==> config.mk <==
export PLATFORM = sky130hd
export DESIGN_NAME = ext_cfg_regs
export DESIGN_NICKNAME = d
export VERILOG_FILES = /design/src/rtl/ext_cfg_pkg.sv /design/src/rtl/ext_cfg_decode.sv /design/src/rtl/ext_cfg_cap.sv /design/src/rtl/ext_cfg_mode.sv /design/src/rtl/ext_cfg_regs.sv
export SDC_FILE = /design/constraint.sdc
export NUM_CORES = 1
export LEC_CHECK = 0
export BUFFER_PORTS_ARGS = -buffer_cell sky130_fd_sc_hd__buf_2
export CORE_ASPECT_RATIO = 1.25
export CORE_MARGIN = 10
export CORE_UTILIZATION = 36
export CTS_CLUSTER_DIAMETER = 60
export DETAILED_ROUTE_END_ITERATION = 8
export PLACE_DENSITY = 0.81
export SKIP_CTS_REPAIR_TIMING = 1
export SLEW_MARGIN = 5
export SYNTH_ARGS = -nofsm -noshare
export SYNTH_HDL_FRONTEND = slang
export SYNTH_SLANG_ARGS = --single-unit
==> constraint.sdc <==
create_clock -name clk -period 2.2 [get_ports clk]
set_input_delay 0.33 -clock clk [delete_from_list [all_inputs] [get_ports clk]]
set_output_delay 0.33 -clock clk [all_outputs]
set_load 0.01 [all_outputs]
==> src/rtl/ext_cfg_pkg.sv <==
package ext_cfg_pkg;
    // capability word bit positions
    localparam int CAP_PRESENT_BIT = 0;
    localparam int CAP_ENOPT_BIT   = 1;
    localparam int CAP_IRQENC_BIT  = 2;
    localparam int CAP_CPUENC_BIT  = 3;
    // mode word bit positions
    localparam int MODE_EN_BIT     = 1;
    localparam int MODE_IRQENC_BIT = 2;
    localparam int MODE_CPUENC_BIT = 3;

    typedef enum logic [1:0] {
        SEL_NONE = 2'd0,
        SEL_CAP  = 2'd1,
        SEL_MODE = 2'd2
    } sel_e;
endpackage

==> src/rtl/ext_cfg_decode.sv <==
module ext_cfg_decode
    import ext_cfg_pkg::*;
#(
    parameter int ADDR_W      = 12,
    parameter int LSB_W       = 2,
    parameter int CAP_OFS     = 0,
    parameter int MODE_OFS    = 4,
    parameter bit EXT_PRESENT = 1'b1
) (
    input  logic [ADDR_W-1:0] addr,
    input  logic [1:0]        size,
    output sel_e              sel,
    output logic              bad
);
    localparam logic [ADDR_W-1:0] CAP_A  = ADDR_W'(CAP_OFS);
    localparam logic [ADDR_W-1:0] MODE_A = ADDR_W'(MODE_OFS);

    always_comb begin
        if (addr == CAP_A)       sel = SEL_CAP;
        else if (addr == MODE_A) sel = SEL_MODE;
        else                     sel = SEL_NONE;
        bad = !EXT_PRESENT
           || (size < 2'(LSB_W))
           || (addr[LSB_W-1:0] != '0);
    end
endmodule

==> src/rtl/ext_cfg_cap.sv <==
module ext_cfg_cap #(
    parameter int DATA_W      = 32,
    parameter int CAP_W       = 4,
    parameter bit EXT_PRESENT = 1'b1
) (
    output logic [DATA_W-1:0] cap
);
    for (genvar i = 0; i < DATA_W; i++) begin : g_bit
        if (i < CAP_W) begin : g_used
            assign cap[i] = EXT_PRESENT;
        end else begin : g_zero
            assign cap[i] = 1'b0;
        end
    end
endmodule

==> src/rtl/ext_cfg_mode.sv <==
module ext_cfg_mode
    import ext_cfg_pkg::*;
#(
    parameter int DATA_W      = 32,
    parameter int CAP_W       = 4,
    parameter bit EXT_PRESENT = 1'b1
) (
    input  logic              clk,
    input  logic              rst_n,
    input  logic              wr_req,
    input  logic [DATA_W-1:0] wdata,
    input  logic [DATA_W-1:0] cap,
    output logic [CAP_W-1:0]  mode,
    output logic              reject
);
    localparam logic [CAP_W-1:0] RST_MODE =
        EXT_PRESENT ? '0 : CAP_W'(1 << MODE_EN_BIT);

    logic [CAP_W-1:0] mode_d, mode_q;

    always_comb begin
        mode_d = mode_q;
        reject = wr_req && mode_q[MODE_EN_BIT] && (wdata != '0);
        if (wr_req && !reject) begin
            mode_d = wdata[CAP_W-1:0] & cap[CAP_W-1:0];
        end
    end

    always_ff @(posedge clk or negedge rst_n) begin
        if (!rst_n) mode_q <= RST_MODE;
        else        mode_q <= mode_d;
    end

    assign mode = mode_q;
endmodule

==> src/rtl/ext_cfg_regs.sv <==
module ext_cfg_regs
    import ext_cfg_pkg::*;
#(
    parameter int ADDR_W      = 12,
    parameter int DATA_W      = 32,
    parameter int CAP_W       = 4,
    parameter int CAP_OFS     = 0,
    parameter int MODE_OFS    = 4,
    parameter bit EXT_PRESENT = 1'b1
) (
    input  logic              clk,
    input  logic              rst_n,
    input  logic              req_valid,
    input  logic              req_write,
    input  logic [ADDR_W-1:0] req_addr,
    input  logic [1:0]        req_size,
    input  logic [DATA_W-1:0] req_wdata,
    output logic              rsp_ack,
    output logic              rsp_err,
    output logic [DATA_W-1:0] rsp_rdata,
    output logic              route_enable,
    output logic              irq_encode_en,
    output logic              cpu_encode_en
);
    localparam int WORD_BYTES = DATA_W / 8;
    localparam int LSB_W      = $clog2(WORD_BYTES);

    typedef struct packed {
        logic              ack;
        logic              err;
        logic [DATA_W-1:0] rdata;
    } rsp_t;

    sel_e              sel;
    logic              bad;
    logic [DATA_W-1:0] cap;
    logic [CAP_W-1:0]  mode;
    logic              mode_wr;
    logic              mode_reject;
    rsp_t              rsp_d, rsp_q;

    ext_cfg_decode #(
        .ADDR_W(ADDR_W), .LSB_W(LSB_W), .CAP_OFS(CAP_OFS),
        .MODE_OFS(MODE_OFS), .EXT_PRESENT(EXT_PRESENT)
    ) u_dec (
        .addr(req_addr), .size(req_size), .sel(sel), .bad(bad)
    );

    ext_cfg_cap #(
        .DATA_W(DATA_W), .CAP_W(CAP_W), .EXT_PRESENT(EXT_PRESENT)
    ) u_cap (
        .cap(cap)
    );

    assign mode_wr = req_valid && req_write && !bad && (sel == SEL_MODE);

    ext_cfg_mode #(
        .DATA_W(DATA_W), .CAP_W(CAP_W), .EXT_PRESENT(EXT_PRESENT)
    ) u_mode (
        .clk(clk), .rst_n(rst_n), .wr_req(mode_wr), .wdata(req_wdata),
        .cap(cap), .mode(mode), .reject(mode_reject)
    );

    always_comb begin
        rsp_d       = '0;
        rsp_d.ack   = req_valid;
        if (req_valid) begin
            if (bad) begin
                rsp_d.err = 1'b1;
            end else if (req_write) begin
                rsp_d.err = (sel == SEL_CAP) || mode_reject;
            end else begin
                case (sel)
                    SEL_CAP:  rsp_d.rdata = cap;
                    SEL_MODE: rsp_d.rdata = DATA_W'(mode);
                    default:  rsp_d.rdata = '0;
                endcase
            end
        end
    end

    always_ff @(posedge clk or negedge rst_n) begin
        if (!rst_n) rsp_q <= '0;
        else        rsp_q <= rsp_d;
    end

    assign rsp_ack       = rsp_q.ack;
    assign rsp_err       = rsp_q.err;
    assign rsp_rdata     = rsp_q.rdata;
    assign route_enable  = mode[MODE_EN_BIT];
    assign irq_encode_en = mode[MODE_IRQENC_BIT];
    assign cpu_encode_en = mode[MODE_CPUENC_BIT];
endmodule

* Word level (Yosys, flattened, before mapping)
Index checks and enable logic that the tools add are counted.
Cells by class: reductions and logical operators 13, divide/modulo/power cells 0, $lt $le $gt $ge 1, shift operators 0, add/subtract/negate cells 0, bitwise operators 0, $mul 0, equal/unequal tests 3, muxes and demuxes 8
Operator list (number):
- $mux 32 | 2
- $mux 33 | 1
- $reduce_bool 32->1 | 1
- $eq 12x3->1 const B | 1
- $logic_not 12->1 | 1
- $pmux 4 s2 | 1
- $logic_and 1x1->1 | 6
- $mux 2 | 2
- $eq 2x1->1 const B | 1
- $eq 2x2->1 const B | 1
- $logic_not 1->1 | 2
- $logic_or 1x1->1 | 2
- $lt 2x2->1 const B | 1
- $mux 1 | 2
- $reduce_bool 2->1 | 1
Storage, ports and cells: bits in read-only memories 0, bits in writable memories 0, register bits 38, output and inout bits 37, bits in latches 0, bits of input ports 50, logic and storage cells 29, memories kept 0

* Depth between registers and ports, before layout
depth in word-level cells 11, gate-level depth with buffers 5, gate-level depth less buffers 5

* Cells and area by module
A second synthesis with hierarchy kept.
Second synthesis, totals: cells, all modules 162, area total of the unflattened synthesis 1742.9 µm²
By module, submodules not included:
- ext_cfg_regs | cells an instance 83, seq. area each 850.8 µm², times used 1, area each 1181.1 µm²
- ext_cfg_mode | cells an instance 37, seq. area each 100.1 µm², times used 1, area each 264.0 µm²
- ext_cfg_cap | cells an instance 34, seq. area each 0.0 µm², times used 1, area each 247.7 µm²
- ext_cfg_decode | cells an instance 8, seq. area each 0.0 µm², times used 1, area each 50.0 µm²

* Least setup slack after synthesis
No wires, ideal clock.
kind input port to flip-flop, from in req_addr[3], to reg u_mode.mode_q[0], in the netlist u_mode.mode[0], stages 5, setup slack 727 ps, setup time 125 ps, buffers on the path 0, data required time 2075 ps, arrival time 1348 ps, path through nor4_4 > and4_1 > and3_4 > nand2_4 > mux2_4
On the way: word-level cells in the longest chain between the ends 9, elaborated cells on any way between the ends 10, classes of those cells eq/ne: 2; mux: 2; reduce/logical: 6
RTL lines:
- start, declared | RTL line ext_cfg_regs.sv:15 | input logic [ADDR_W-1:0] req_addr,
- $eq 12x3->1 | RTL line ext_cfg_decode.sv:20 | else if (addr == MODE_A) sel = SEL_MODE;
- $mux 2 | RTL line ext_cfg_decode.sv:20
- $mux 2 (*) | RTL line ext_cfg_decode.sv:19 | if (addr == CAP_A) sel = SEL_CAP;
- $eq 2x2->1 (*) | RTL line ext_cfg_regs.sv:55 | assign mode_wr = req_valid && req_write && !bad && (sel == SEL_MODE);
- $logic_and 1x1->1 (*) | RTL line ext_cfg_regs.sv:55
- $logic_and 1x1->1 (2 in series) | RTL line ext_cfg_mode.sv:23 | reject = wr_req && mode_q[MODE_EN_BIT] && (wdata != '0);
- $logic_not 1->1 | RTL line ext_cfg_mode.sv:24 | if (wr_req && !reject) begin
- $logic_and 1x1->1 (*) | RTL line ext_cfg_mode.sv:24
- end signal, assigned | RTL line ext_cfg_mode.sv:31 | else mode_q <= mode_d;
- end, declared | RTL line ext_cfg_mode.sv:19 | logic [CAP_W-1:0] mode_d, mode_q;
Every way passes the cells marked *; elsewhere a longest branch is shown, timed or not. A chain may end at the register's enable or synchronous reset.

* Worst setup path in the final report
from in req_wdata[1], to reg u_mode.mode_q[2], in the netlist u_mode.mode[2]
On the way: word-level cells in the longest chain between the ends 4
RTL lines:
- start, declared | RTL line ext_cfg_regs.sv:17 | input logic [DATA_W-1:0] req_wdata,
- $reduce_bool 32->1 | RTL line ext_cfg_mode.sv:23
- $logic_and 1x1->1 | RTL line ext_cfg_mode.sv:23
- $logic_not 1->1 | RTL line ext_cfg_mode.sv:24
- $logic_and 1x1->1 | RTL line ext_cfg_mode.sv:24
Every way passes these cells.

==> results.json <==
{
  "wl_per_cell_um": 15.1,
  "clock_skew_ns": 0.00438,
  "cts-buffers-inserted": 3,
  "grt_pass1_vias": 913,
  "hold_viol": 0,
  "worstSkewPairLatency_ns": 0.26,
  "yosysWarningCount": 0,
  "peakVddDrop_uv": 204,
  "placed_cell_area_um2": 977,
  "setup-tns-final_ns": 0,
  "swShare_pct": 25.3,
  "cts_tree": "yes",
  "setup_viol": 0,
  "syn-cell-area_um2": 776,
  "ant_nets": 0,
  "path_delay_family": "simple AND/OR/NAND/NOR gates",
  "start_kind": "input port",
  "crit_type": "in2reg",
  "final_cell_area_um2": 1020,
  "worstPathRequired_ns": 2.35,
  "syn2layout_area_growth_pct": 31.9,
  "synth_edf_count": 0,
  "ys.flop_type": "dfrtp_1",
  "p_switching_mw": 0.110,
  "antenna_found_initial": 0,
  "layout.nets": 193,
  "hold_class": "in2reg",
  "synth_cell_types": 25,
  "power.internal_mw": 0.325,
  "dpl.hpwl_mm": 2.26,
  "gp_congestion": 0.786,
  "cts_sinks": 10,
  "async_flop_share_pct": 100,
  "clk_path_buf_depth": 2,
  "period_minus_slack_ns": 1.44,
  "power_mw": 0.434,
  "final_util_pct": 50.5,
  "grt_usage_pct": 10.9,
  "grt_overflow_total": 0,
  "period_share_pct": 65.3,
  "cp_num_buf_inv": 1,
  "end_kind": "register",
  "die_h_um": 71.9,
  "power.share.sequential_pct": 42.9,
  "fp-row-count": 18,
  "die_x_um": 61.5,
  "arrival_ns": 1.58,
  "post-place-ws_ns": 0.474,
  "via_per_inst": 4.57,
  "syn_inst": 81,
  "die_area_um2": 4420,
  "cpMaxStageDelayCell": "nor4_1",
  "rsz0062_at_grt": "false",
  "pwr-share-clk_pct": 36.3,
  "initial_core_util_pct": 38.3,
  "grt_max_degree": 11,
  "pin_count": 87,
  "setup_ws_ns": 0.764,
  "combPwrFrac_pct": 20.8,
  "yosysMostFrequentCell": "buf_4",
  "core_area_um2": 2030,
  "layout-drive-gt1-share_pct": 49.3,
  "status": "finished clean",
  "crit_fanout": 3,
  "synth_top_area_share_pct": 32.3,
  "antenna_cells": 0,
  "grt_pass1_wl_mm": 3.82,
  "netlist_top_cells_area": "dfrtp_1 32%, buf_4 27%, nor4_1 6.5%, mux2_4 5.8%, nand2_1 3.9%",
  "final-max-slew-violation-count": 0,
  "clockRootBuffer": "clkbuf_4",
  "io_buffer_count": 57,
  "drc_errors": 0,
  "crit_chain": "buf_2 > nor4_1 > nand4_1 > o21ai_4 > nand2_4 > mux2_4",
  "clkTransAtPathRegs_ns": 0.06,
  "syn_avg_cell_area_um2": 9.58,
  "synth_seq_cells": 10,
  "vias": 741,
  "drv_cap": 0,
  "yosysSeqAreaShare_pct": 32.3,
  "yosysTopAreaCell": "dfrtp_1",
  "p_leak_nw": 0.571,
  "netlist_top_cells_count": "28 x buf_4, 10 x dfrtp_1, 8 x nand2_1, 8 x nor4_1, 4 x a21oi_1",
  "fmax_ghz": 0.697,
  "finalWirelength_mm": 2.45,
  "max_stage_delay_ns": 0.33,
  "drtIter0Drc": 5,
  "htree_levels": 1,
  "first_pass_iters": 3,
  "cellPowerDensity_nw_per_um2": 424
}
-- cell families (layout without fill, tap and decap cells) --
group / count (synthesis) / in the layout / share of synthesized area (%)
simple gates: 30 / 30 / 26.6
flops: 10 / 10 / 32.3
other cells: 1 / 28 / 0.483
buf+inv: 29 / 63 / 27.6
compound gates: 8 / 8 / 7.26
mux: 3 / 3 / 5.81
-- layout by cell type, fill, tap and decap left out --
cell type,n
nand2_4,1
a21oi_1,4
nand4b_1,1
and3_4,1
nor2_1,1
dfrtp_1,10
nand3_1,1
mux2_4,3
clkbuf_4,3
nor4b_1,1
buf_2,57
nand2_1,8
dlygate4sd3_1,1
nor3_1,1
o211ai_1,1
o21ai_4,1
nor4_2,1
o31ai_1,1
clkbuf_8,1
nand4_1,2
and4_1,1
o21ai_0,1
nor4_4,1
inv_1,1
conb_1,28
and3_1,1
and4b_2,1
nor4_1,8
-- power by group through the flow --
| stage | Clock [mW] | Combinational (mW) | Sequential [mW] |
|---|---|---|---|
| 2_1_floorplan | 0 | 0.0671 | 0.191 |
| 3_3_place_gp | 0 | 0.0839 | 0.190 |
| 3_5_place_dp | 0 | 0.0861 | 0.190 |
| 4_1_cts | 0.163 | 0.0863 | 0.186 |
| 5_1_grt | 0.177 | 0.101 | 0.186 |
| 6_report | 0.158 | 0.0903 | 0.186 |
-- final timing paths --
check | start | end | slack (ns) | cells after the start
max | req_wdata[1] | u_mode.mode[2] | 0.76 | 6
min | req_valid | rsp_ack | 0.20 | 1
max reg2reg | u_mode.mode[1] | u_mode.mode[2] | 1.14 | 3
min reg2reg | u_mode.mode[0] | u_mode.mode[0] | 0.54 | 1
max in group asynchronous | rst_n | rsp_ack | 1.56 | 2
min in group asynchronous | rst_n | u_mode.mode[1] | 0.45 | 2
-- state kept, by name, indices dropped and copies added (netlist names) --
name	flops
rsp_ack	1
rsp_err	1
rsp_rdata	4
u_mode.mode	4
-- metrics by stage --
step                std cells  hold slack (ns)
floorplan                 108           0.0344
global placement          157            0.188
detailed placement        157            0.195
CTS                       161          -0.0862
global route              162            0.186
finish                    162            0.200
-- per-layer routing --
| layer | vias up | routed length, µm | part of all wire [%] | GRT usage (%) |
|---|---|---|---|---|
| met5 | - | 0 | 0 | 0 |
| met4 | 0 | 17 | 0.69 | 3.73 |
| met3 | 2 | 297 | 12 | 4.53 |
| li1 | 357 | - | - | - |
| met2 | 51 | 1330 | 54 | 20.0 |
| met1 | 331 | 805 | 33 | 10.2 |
-- cell type report --
type                    instances  area (µm²)
inverters                       1        3.75
fillers                       198        1000
well taps                      20        25.0
multi-input cells              69         413
flip-flops and latches         10         250
clock buffers                   4        36.3
repair buffers                 58         295
Note: power is estimated with default switching activity, not from simulation.
